===== src/rtl/pwm8_pkg.sv =====
package pwm8_pkg;
  localparam int REG_W    = 32;
  localparam int LANES    = REG_W / 8;
  localparam int FIELD_W  = 8;
  localparam int RUN_BIT  = 31;
  localparam int IDLE_BIT = 30;
  localparam int DIV_LSB  = 8;
  localparam int DUTY_LSB = 0;

  // Last prescaler count before a tick; reload 0 wraps to the all-ones terminal (divide by 256).
  function automatic logic [FIELD_W-1:0] div_terminal(input logic [FIELD_W-1:0] reload);
    return reload - 1'b1;
  endfunction

  // Output level for a given phase: low below the duty threshold, high from it on.
  function automatic logic phase_level(input logic [FIELD_W-1:0] phase,
                                       input logic [FIELD_W-1:0] duty);
    return phase >= duty;
  endfunction
endpackage


===== src/rtl/pwm8_ctrl_reg.sv =====
module pwm8_ctrl_reg
  import pwm8_pkg::*;
#(
  parameter int W = REG_W,
  localparam int NL = W / 8
) (
  input  logic          clk,
  input  logic          rst_n,
  input  logic          wr_en,
  input  logic [NL-1:0] wr_be,
  input  logic [W-1:0]  wr_data,
  output logic [W-1:0]  word_q
);
  for (genvar g = 0; g < NL; g++) begin : g_lane
    always_ff @(posedge clk or negedge rst_n) begin
      if (!rst_n)
        word_q[8*g +: 8] <= '0;
      else if (wr_en && wr_be[g])
        word_q[8*g +: 8] <= wr_data[8*g +: 8];
    end
  end
endmodule


===== src/rtl/pwm8_prescale.sv =====
module pwm8_prescale
  import pwm8_pkg::*;
#(
  parameter int CW = FIELD_W
) (
  input  logic          clk,
  input  logic          rst_n,
  input  logic          run,
  input  logic [CW-1:0] terminal,
  output logic [CW-1:0] cnt_q,
  output logic          tick
);
  assign tick = run && (cnt_q == terminal);

  always_ff @(posedge clk or negedge rst_n) begin
    if (!rst_n)      cnt_q <= '0;
    else if (!run)   cnt_q <= '0;
    else if (tick)   cnt_q <= '0;
    else             cnt_q <= cnt_q + 1'b1;
  end
endmodule


===== src/rtl/pwm8_phase_gen.sv =====
module pwm8_phase_gen
  import pwm8_pkg::*;
#(
  parameter int PW = FIELD_W,
  localparam logic [PW-1:0] PH_LAST = '1
) (
  input  logic          clk,
  input  logic          rst_n,
  input  logic          run,
  input  logic          tick,
  input  logic [PW-1:0] reload_in,
  input  logic [PW-1:0] duty_in,
  output logic [PW-1:0] phase_q,
  output logic [PW-1:0] reload_sh,
  output logic [PW-1:0] duty_sh,
  output logic          wrap,
  output logic          level
);
  assign wrap  = tick && (phase_q == PH_LAST);
  assign level = phase_level(phase_q, duty_sh);

  always_ff @(posedge clk or negedge rst_n) begin
    if (!rst_n)      phase_q <= '0;
    else if (!run)   phase_q <= '0;
    else if (tick)   phase_q <= phase_q + 1'b1;
  end

  // Shadow copies follow the word while stopped and refresh only at a wrap while running.
  always_ff @(posedge clk or negedge rst_n) begin
    if (!rst_n) begin
      reload_sh <= '0;
      duty_sh   <= '0;
    end else if (!run || wrap) begin
      reload_sh <= reload_in;
      duty_sh   <= duty_in;
    end
  end
endmodule


===== src/rtl/pwm_ctrl8.sv =====
module pwm_ctrl8
  import pwm8_pkg::*;
(
  input  logic             clk,
  input  logic             rst_n,
  input  logic             wr_en,
  input  logic [LANES-1:0] wr_be,
  input  logic [REG_W-1:0] wr_data,
  output logic [REG_W-1:0] rd_data,
  output logic             pwm_out
);
  logic [REG_W-1:0]   word_q;
  logic               run_q;
  logic               tick;
  logic               wrap;
  logic               level;
  logic [FIELD_W-1:0] pre_cnt;
  logic [FIELD_W-1:0] phase_q;
  logic [FIELD_W-1:0] reload_sh;
  logic [FIELD_W-1:0] duty_sh;
  logic [FIELD_W-1:0] term;

  pwm8_ctrl_reg #(.W(REG_W)) u_reg (
    .clk(clk), .rst_n(rst_n), .wr_en(wr_en), .wr_be(wr_be),
    .wr_data(wr_data), .word_q(word_q)
  );

  always_ff @(posedge clk or negedge rst_n) begin
    if (!rst_n) run_q <= 1'b0;
    else        run_q <= word_q[RUN_BIT];
  end

  assign term = div_terminal(reload_sh);

  pwm8_prescale #(.CW(FIELD_W)) u_pre (
    .clk(clk), .rst_n(rst_n), .run(run_q), .terminal(term),
    .cnt_q(pre_cnt), .tick(tick)
  );

  pwm8_phase_gen #(.PW(FIELD_W)) u_phase (
    .clk(clk), .rst_n(rst_n), .run(run_q), .tick(tick),
    .reload_in(word_q[DIV_LSB +: FIELD_W]),
    .duty_in(word_q[DUTY_LSB +: FIELD_W]),
    .phase_q(phase_q), .reload_sh(reload_sh), .duty_sh(duty_sh),
    .wrap(wrap), .level(level)
  );

  assign rd_data = word_q;
  assign pwm_out = run_q ? level : word_q[IDLE_BIT];
endmodule


===== config.mk =====
export PLATFORM = sky130hd
export DESIGN_NAME = pwm_ctrl8
export DESIGN_NICKNAME = d
export VERILOG_FILES = /design/src/rtl/pwm8_pkg.sv /design/src/rtl/pwm8_ctrl_reg.sv /design/src/rtl/pwm8_prescale.sv /design/src/rtl/pwm8_phase_gen.sv /design/src/rtl/pwm_ctrl8.sv
export SDC_FILE = /design/constraint.sdc
export NUM_CORES = 1
export LEC_CHECK = 0
export CAP_MARGIN = 20
export CORE_ASPECT_RATIO = 0.5
export CORE_MARGIN = 5
export CORE_UTILIZATION = 45
export DETAILED_ROUTE_END_ITERATION = 6
export DONT_BUFFER_PORTS = 1
export GPL_ROUTABILITY_DRIVEN = 0
export HOLD_SLACK_MARGIN = 0.03
export SYNTH_ARGS = -nofsm -noshare
export SYNTH_HDL_FRONTEND = slang
export SYNTH_SLANG_ARGS = --single-unit
export TNS_END_PERCENT = 50

===== constraint.sdc =====
create_clock -name clk -period 4.3 [get_ports clk]
set_clock_uncertainty 0.1 [all_clocks]
set_input_delay 0.645 -clock clk [delete_from_list [all_inputs] [get_ports clk]]
set_output_delay 0.645 -clock clk [all_outputs]
set_load 0.02 [all_outputs]

==> results of run 1 <==
[cell type report]
cell class | count | area, um2 | share of cell area, %
Sequential cell | 65 | 1630 | 46.8
Multi-Input combinational cell | 165 | 1390 | 39.9
Clock inverter | 3 | 17.5 | 0.504
Tap cell | 92 | 115 | 3.31
Clock buffer | 12 | 246 | 7.09
Inverter | 11 | 41.3 | 1.19
Timing Repair Buffer | 3 | 40.0 | 1.15
[state kept, by name, summed over array words and instances (netlist names)]
| register | count |
|---|---|
| u_phase.duty_sh | 8 |
| u_phase.reload_sh | 8 |
| u_pre.cnt_q | 8 |
| run_q | 1 |
| u_reg.word_q | 32 |
| u_phase.phase_q | 8 |
[logic make-up after synthesis]
logic type,after synthesis,share of synthesized area (%)
buf+inv,16,2.23
compound gates,31,7.43
mux,50,18.2
fa+ha+maj,11,4.46
flops,65,52.8
simple gates,60,11.2
xor+xnor,13,3.69
[where the power goes]
part	internal, mW	switching, mW
Sequential	0.709	0.154
Combinational	0.153	0.138
Clock	0.399	0.240
[Yosys cell counts]
| master | instances | area share [%] |
|---|---|---|
| a2111oi_0 | 1 | 0.28 |
| a211oi_1 | 1 | 0.24 |
| a21o_1 | 2 | 0.49 |
| a21oi_1 | 9 | 1.5 |
| a221oi_1 | 1 | 0.28 |
| a311oi_1 | 1 | 0.28 |
| a31o_2 | 1 | 0.28 |
| a31oi_2 | 1 | 0.41 |
| and3_1 | 12 | 2.4 |
| buf_2 | 1 | 0.16 |
| buf_6 | 1 | 0.37 |
| clkbuf_1 | 3 | 0.37 |
| dfrtp_1 | 65 | 53 |
| ha_1 | 11 | 4.5 |
| inv_1 | 11 | 1.3 |
| mux2_2 | 48 | 18 |
| mux2i_1 | 2 | 0.65 |
| nand2_1 | 9 | 1.1 |
| nand2b_1 | 6 | 1.2 |
| nand3_1 | 14 | 2.3 |
| nand3b_1 | 2 | 0.49 |
| nor2_1 | 4 | 0.49 |
| nor2b_1 | 1 | 0.20 |
| nor3_1 | 1 | 0.16 |
| nor3b_1 | 1 | 0.24 |
| nor4b_1 | 2 | 0.57 |
| o2111ai_1 | 1 | 0.28 |
| o211ai_1 | 2 | 0.49 |
| o21a_1 | 1 | 0.24 |
| o21ai_0 | 5 | 0.81 |
| o31ai_1 | 4 | 0.97 |
| o41ai_4 | 1 | 0.89 |
| or2_2 | 1 | 0.20 |
| or3b_2 | 1 | 0.28 |
| or4_1 | 5 | 1.2 |
| or4_4 | 1 | 0.37 |
| xnor2_1 | 9 | 2.6 |
| xor2_1 | 4 | 1.1 |
[worst max-delay path, cell delays in order, from the launching register on]
cell	delay (ns)
dfrtp_1	0.42
inv_1	0.07
ha_1	0.18
nor3b_1	0.30
a21oi_1	0.11
nor4b_1	0.36
o21ai_0	0.24
buf_2	0.24
o41ai_4	0.61
buf_4	0.29
mux2_2	0.35
[layer usage]
metal | wire length, um | vias to the layer above | part of all wire [%]
li1 | - | 914 | -
met1 | 2580 | 984 | 43
met2 | 2860 | 49 | 48
met3 | 423 | 10 | 7.1
met4 | 86 | 0 | 1.4
met5 | 0 | - | 0
[worst min path at each step]
stage | endpoint | cells past startpoint | slack [ns]
2_1_floorplan | run_q | 0 | 0.25
3_3_place_gp | u_reg.word_q[22] | 0 | 0.25
3_5_place_dp | u_reg.word_q[16] | 0 | 0.25
4_1_cts | u_reg.word_q[5] | 1 | 0.09
5_1_grt | u_phase.duty_sh[6] | 1 | 0.10
6_report | u_reg.word_q[17] | 1 | 0.09
[metrics by stage]
| stage | power (mW) | cells |
|---|---|---|
| floorplan | 1.08 | 246 |
| global placement | 1.14 | 334 |
| detailed placement | 1.16 | 335 |
| CTS | 1.83 | 351 |
| global route | 1.91 | 351 |
| finish | 1.79 | 351 |
==> results by stage, run 1 <==
Detailed routing:
- The total via count in the routed design is 1,957.
- After detailed routing, the number of remaining DRC violations is 0.
- The residual antenna-violating net count after detailed routing is 0.
- After detailed routing, the average wire length per cell comes to 17.0 um.
- The DRC violation total after the first TritonRoute iteration is 115.
- The first detailed-routing pass ran for 4 iterations.
- The final layout contains routed wiring with a total length of 5.95 mm.
- In the routed layout, each cell is associated on average with a via count of 5.58.

Setup path:
- The critical path is of the reg2reg type.
- The start point of the critical path is u_phase.reload_sh[0].
- The startpoint of the worst register-to-register path is u_phase.reload_sh[0].
- STA classifies the critical path endpoint as a flip-flop.
- The end of the worst register-to-register path is u_phase.reload_sh[1].
- The largest fanout on the critical path is 10.
- At the worst endpoint, the arrival time is 3.52 ns.
- The flop-to-flop setup slack is 0.89 ns.
- The end point of the critical path is u_phase.reload_sh[1].
- At the worst endpoint, the required time is 4.41 ns.
- The worst setup path is launched from a flip-flop.
- For the worst flop-to-flop path, the logic depth is 10.

Power and ir drop:
- The worst-case vdd ir drop is 0.301 mV.
- For this design the static power due to leakage is 1.54 nW.
- The power density over cell area is 516 nW/um2.

Clock network:
- The number of hold-repair buffers added at the cts stage is 1.
- TritonCTS built the clock tree.
- Post-CTS repair changed the size of 0 cells.
- The number of clock sinks is 65.
- Once the clock tree was built, the setup fixing pass inserted 0 buffers.
- The CTS clock-pin slew for the worst setup and hold paths is 0.05 ns.
- No sink is reached through more buffers than the 2 on the longest clock path.
- The tree is rooted in a clkbuf_16.
- The source-to-sink clock delay at the later pin of the worst-skew pair is 0.33 ns.
- The TritonCTS buffer count is 9.
- The H-tree generated during clock tree synthesis spans 3 levels.

Timing:
- Once routing completed, OpenROAD measured the worst setup slack at 0.888 ns.
- Setup repair after global routing left no endpoint under its margin.
- The worst max-slew margin expressed relative to the limit is 60.6%.
- The worst path needs 3.41 ns of the cycle, external delays included.
- The final critical path takes up 79.4% of the cycle.
- The transition at the pin with the smallest max-transition slack is 0.588 ns.
- The hold violation count in the final report is 0.
- The total count of max-transition violations in the final report is 0.
- The count of final setup violators is 0.
- Hold is met by 0.0918 ns.
- Static timing analysis puts the maximum clock frequency at 0.293 GHz.
- Adding up every negative setup slack in the final design gives 0 ns.

Layout:
- The final net count is 305.
- From synthesis to final layout, the design area changed by 12.7%.
- The number of inserted diodes is 0.
- The cell area after layout is 3470 um2.
- The share of cells above drive strength 1 is 27.0%.
- The most common cell after layout, fill and taps aside is dfrtp_1.
- The number of fillers in the final layout is 613.
- The utilization after layout is 52.1%.
- Leaving out fill and tap cells, the most frequent cells in the layout are dfrtp_1, mux2_2, nand3_1.

Synthesis:
- The synthesized netlist net count is 296.
- For this run, the number of Yosys warnings is 0.
- The flip-flop and latch count after synthesis is 65.
- The sequential area share after synthesis is 52.8%.
- The average cell area after synthesis is 12.5 um2.
- The total standard cell area after synthesis is 3080 um2.
- The count of mapped cells out of synthesis is 246.
- The number of distinct library cells after synthesis is 38.

Placed design:
- Before CTS, the worst setup slack after placement is 0.857 ns.
- The count of buffers inserted at the top-level ports is 0.
- After legalization and detailed placement, the total HPWL measured 4.35 mm.
- The instance area after placement is 3180 um2.

Die:
- The area enclosed by the die boundary is 8710 um2.
- For this configuration, the core starts out at a cell density of 46.2%.
- After floorplanning, the core was divided into 21 placement rows.
- 72 I/O pins were placed.
- The die is 68.5 um tall.
- The core region is 6670 um2.
- Measured along the x axis, the die boundary spans 127 um.

Flow run:
- The max-capacitance violation count is 0.

Global route:
- The total congestion overflow is 0.
- The wire length of the first global-routing pass is 10.1 mm.
- The number of antenna violations at the first check in global routing came to 0.
- The via count of the first global-routing pass was 2,060.
- For this run, global-route usage on met3 was measured as 7.77%.
- Entering global routing, the biggest net connects 66 pins.
- The global routing stage identified its most utilized layer as met2.
- The met2 layer usage reported by global route is 26.1%.
- Global routing consumed, on the met1 layer, 17.3% of the routing resources.
- Global routing used 15.5% of the available tracks across all layers.

Status:
- The run finished with clean final reports.

Worst hold path:
- The path type of the worst min-delay path is in2async.
No activity file was read; power rests on OpenSTA's default activity.
==> inputs of run 2 (changes only) <==
Clock period 4.3 ns to 3.3 ns, I/O delays scaled along.
==> run 2 against run 1 <==
Net effect: utilization is 1.1 points higher; setup slack worse by 0.71 ns; cell area is 2.1% higher; sequential cell count stayed put; die area stayed put; largest power group unchanged.
==> results by stage, run 2 (same netlist as run 1, synthesis figures left out) <==
Setup path:
- The largest fanout on the critical path is 12 (+2).
- The critical path endpoint category is a flip-flop.
- STA classifies the critical path startpoint as a flip-flop.
- The data arrival time at the worst-slack endpoint is 3.23 ns (-0.29 ns).
- The data required time at the worst endpoint is 3.41 ns (-1.00 ns).
- The worst setup path is of the reg2reg kind.

Layout:
- The share of cells above drive strength 1 is 28.4% (+1.3 points).
- The library cell used most frequently in the layout, excluding fill and tap cells, is dfrtp_1.
- The cell area after layout is 3550 um2 (+2.1%).
- The number of inserted diodes is 0 (unchanged).
- The final net count came to 308 (+0.98%).
- The number of flip-flops under the largest register name is 32 (unchanged).
- The post-synthesis to final-layout area growth is 15.1%.
- The largest register by flop count is u_reg.word_q.
- The utilization after layout came to 53.1% (+1.1 points).
- In the layout the commonest cells are dfrtp_1, mux2_2, nand3_1.

Clock network:
- The number of clock sinks is 65 (unchanged).
- The TritonCTS buffer count is 9 (unchanged).
- The clock root buffer master is clkbuf_16.
- The post-CTS setup buffer count is 0 (unchanged).
- The number of H-tree levels is 3 (unchanged).
- The maximum count of clock buffers along a single path is 2 (unchanged).
- The source-to-sink clock delay at the later pin of the worst-skew pair is 0.33 ns (about the same).
- The CTS clock-pin slew for the worst setup and hold paths is 0.05 ns (about the same).
- The CTS tree is done.

Detailed routing:
- The total wire length after detailed routing is 6.12 mm (+2.9%).
- The total via count in the routed design came to 1,958 (+0.051%).
- The residual antenna-violating net count after detailed routing is 0 (unchanged).
- The iteration count of the initial detailed-routing pass came to 4 (unchanged).
- The count of unresolved DRC violations after routing was 0 (unchanged).
- The DRC violation total after the first TritonRoute iteration came to 91 (-21%).
- The wire length per cell is 17.3 um (+2.3%).
- The via count normalized by instance count came to 5.55 (-0.52%).

Timing:
- The hold violation count in the final report was 0 (unchanged).
- The sum of negative setup slack is 0 ns (unchanged).
- The final cycle utilization of the critical path was 94.7% (+15 points).
- The maximum clock rate came to 0.320 GHz (+9.2%).
- The least setup slack across all paths after layout is 0.176 ns (-0.712 ns).
- The total count of max-transition violations in the final report was 0 (unchanged).
- The count of final setup violators is 0 (unchanged).
- Setup repair after global routing left no endpoint under its margin.
- The post-route minimum period is 3.12 ns (-0.288 ns).
- The worst max-slew margin expressed relative to the limit is 61.3% (+0.65 points).
- The transition at the pin with the smallest max-transition slack is 0.579 ns (-0.00953 ns).

Die:
- The chip width is 127 um (unchanged).
- The placeable core region came to 6670 um2 (unchanged).
- The number of core rows came to 21 (unchanged).
- The area enclosed by the die boundary is 8710 um2 (unchanged).
- The initial core utilization was 46.2% (unchanged).
- The number of top-level pins is 72 (unchanged).
- The height of the die is 68.5 um (unchanged).

Power and ir drop:
- The internal power contribution came to 1.77 mW (+40%).
- The proportion of power drawn by flip-flops and latches was 45.6% (-2.5 points).
- The leakage power is 1.58 nW (+2.3%).
- The power density over cell area is 698 nW/um2 (+35%).
- The worst-case vdd ir drop is 0.415 mV (+38%).
- The combinational share of power was 15.8% (-0.4 points).
- The net switching power of the design is 710 uW (+33%).
- The switching power share of the total is 28.6% (-1.0 points).
- The power consumption is 2.48 mW (+38%).
- The part of the total power dissipated in the clock network is 38.7% (+3.0 points).

Global route:
- The total congestion overflow is 0 (unchanged).
- The via count of the first global-routing pass is 2,099 (+1.9%).
- The global-route usage over all layers came to 16.0% (+0.49 points).
- The number of antenna violations at the first check in global routing is 0 (unchanged).
- The wire length of the first global-routing pass is 10.6 mm (+4.7%).
- The largest net degree at the start of global routing came to 66 (unchanged).

Placed design:
- The detailed placer's ending HPWL is 4.38 mm (+0.81%).
- The worst setup slack after placement was 0.219 ns (-0.638 ns).
- The instance area after placement was 3200 um2 (+0.55%).
- The count of buffers inserted at the top-level ports came to 0 (unchanged).

Status:
- The run finished with clean final reports.

Flow run:
- The max-capacitance violation count is 0 (unchanged).

Worst hold path:
- The worst hold path belongs to the class in2reg.
==> run 2: cell types whose count changed in the layout (fill, tap and decap cells not counted) <==
cell / before / now
nor3b_1: 1 / 0
bufinv_16: 0 / 1
o21ai_0: 5 / 4
clkinv_2: 2 / 0
buf_2: 1 / 0
clkbuf_1: 2 / 0
nor3b_2: 0 / 1
o21ai_1: 0 / 1
clkbuf_8: 1 / 3
buf_4: 1 / 4
dlygate4sd3_1: 0 / 1
==> run 2: power by group through the flow <==
stage / registers (mW) / clock network (mW) / logic (mW)
2_1_floorplan: 1.09 / 0 / 0.319
3_3_place_gp: 1.14 / 0 / 0.357
3_5_place_dp: 1.14 / 0 / 0.372
4_1_cts: 1.13 / 0.983 / 0.396
5_1_grt: 1.15 / 1.02 / 0.444
6_report: 1.13 / 0.958 / 0.390
==> run 2: cell type report <==
type	count	area [um2]
inverter	11	41.3
sequential	65	1630
multi-input combinational	165	1390
tap	92	115
timing repair buffer	6	67.6
clock buffer	12	267
clock inverter	2	37.5
fill	592	3130
==> run 2: repair_timing <==
item | 4_1_cts | 5_1_grt
hold endpoints to repair | 65 | 0
setup endpoints to repair | 0 | 16
gates resized for setup | 0 | 2
hold buffers | 2 | 0
==> run 2: stage by stage <==
stage,instances,hold slack [ns]
3_5_place_dp,337,0.101
4_1_cts,353,0.201
2_1_floorplan,246,0.0994
5_1_grt,353,0.199
6_report,353,0.214
3_3_place_gp,337,0.101
==> run 2: final timing paths <==
kind | startpoint | end | slack [ns] | depth (start not counted)
min in group asynchronous | rst_n | u_phase.duty_sh[6] | 0.62 | 2
max in group asynchronous | rst_n | u_phase.phase_q[5] | 2.23 | 2
worst min register to register | u_phase.duty_sh[4] | u_phase.duty_sh[4] | 0.40 | 1
worst min-delay path | wr_data[2] | u_reg.word_q[2] | 0.21 | 1
worst max-delay path | u_phase.reload_sh[0] | u_phase.reload_sh[0] | 0.18 | 7
worst max register to register | u_phase.reload_sh[0] | u_phase.reload_sh[0] | 0.18 | 7
==> run 2: worst max-delay path, stage by stage, from the launching register on <==
cell     delay [ns]
dfrtp_1        0.44
or4_4          0.56
or2_2          0.31
o21ai_0        0.28
a31oi_2        0.30
o41ai_4        0.43
buf_4          0.23
mux2_2         0.36
==> run 2: per-layer routing <==
layer  GRT usage [%]  up-vias  part of all wire [%]
met5               0        -                     0
met3            6.62        9                   6.6
met1            19.6      983                    46
met2            25.7       50                    45
li1                -      916                     -
met4            6.82        0                   1.6
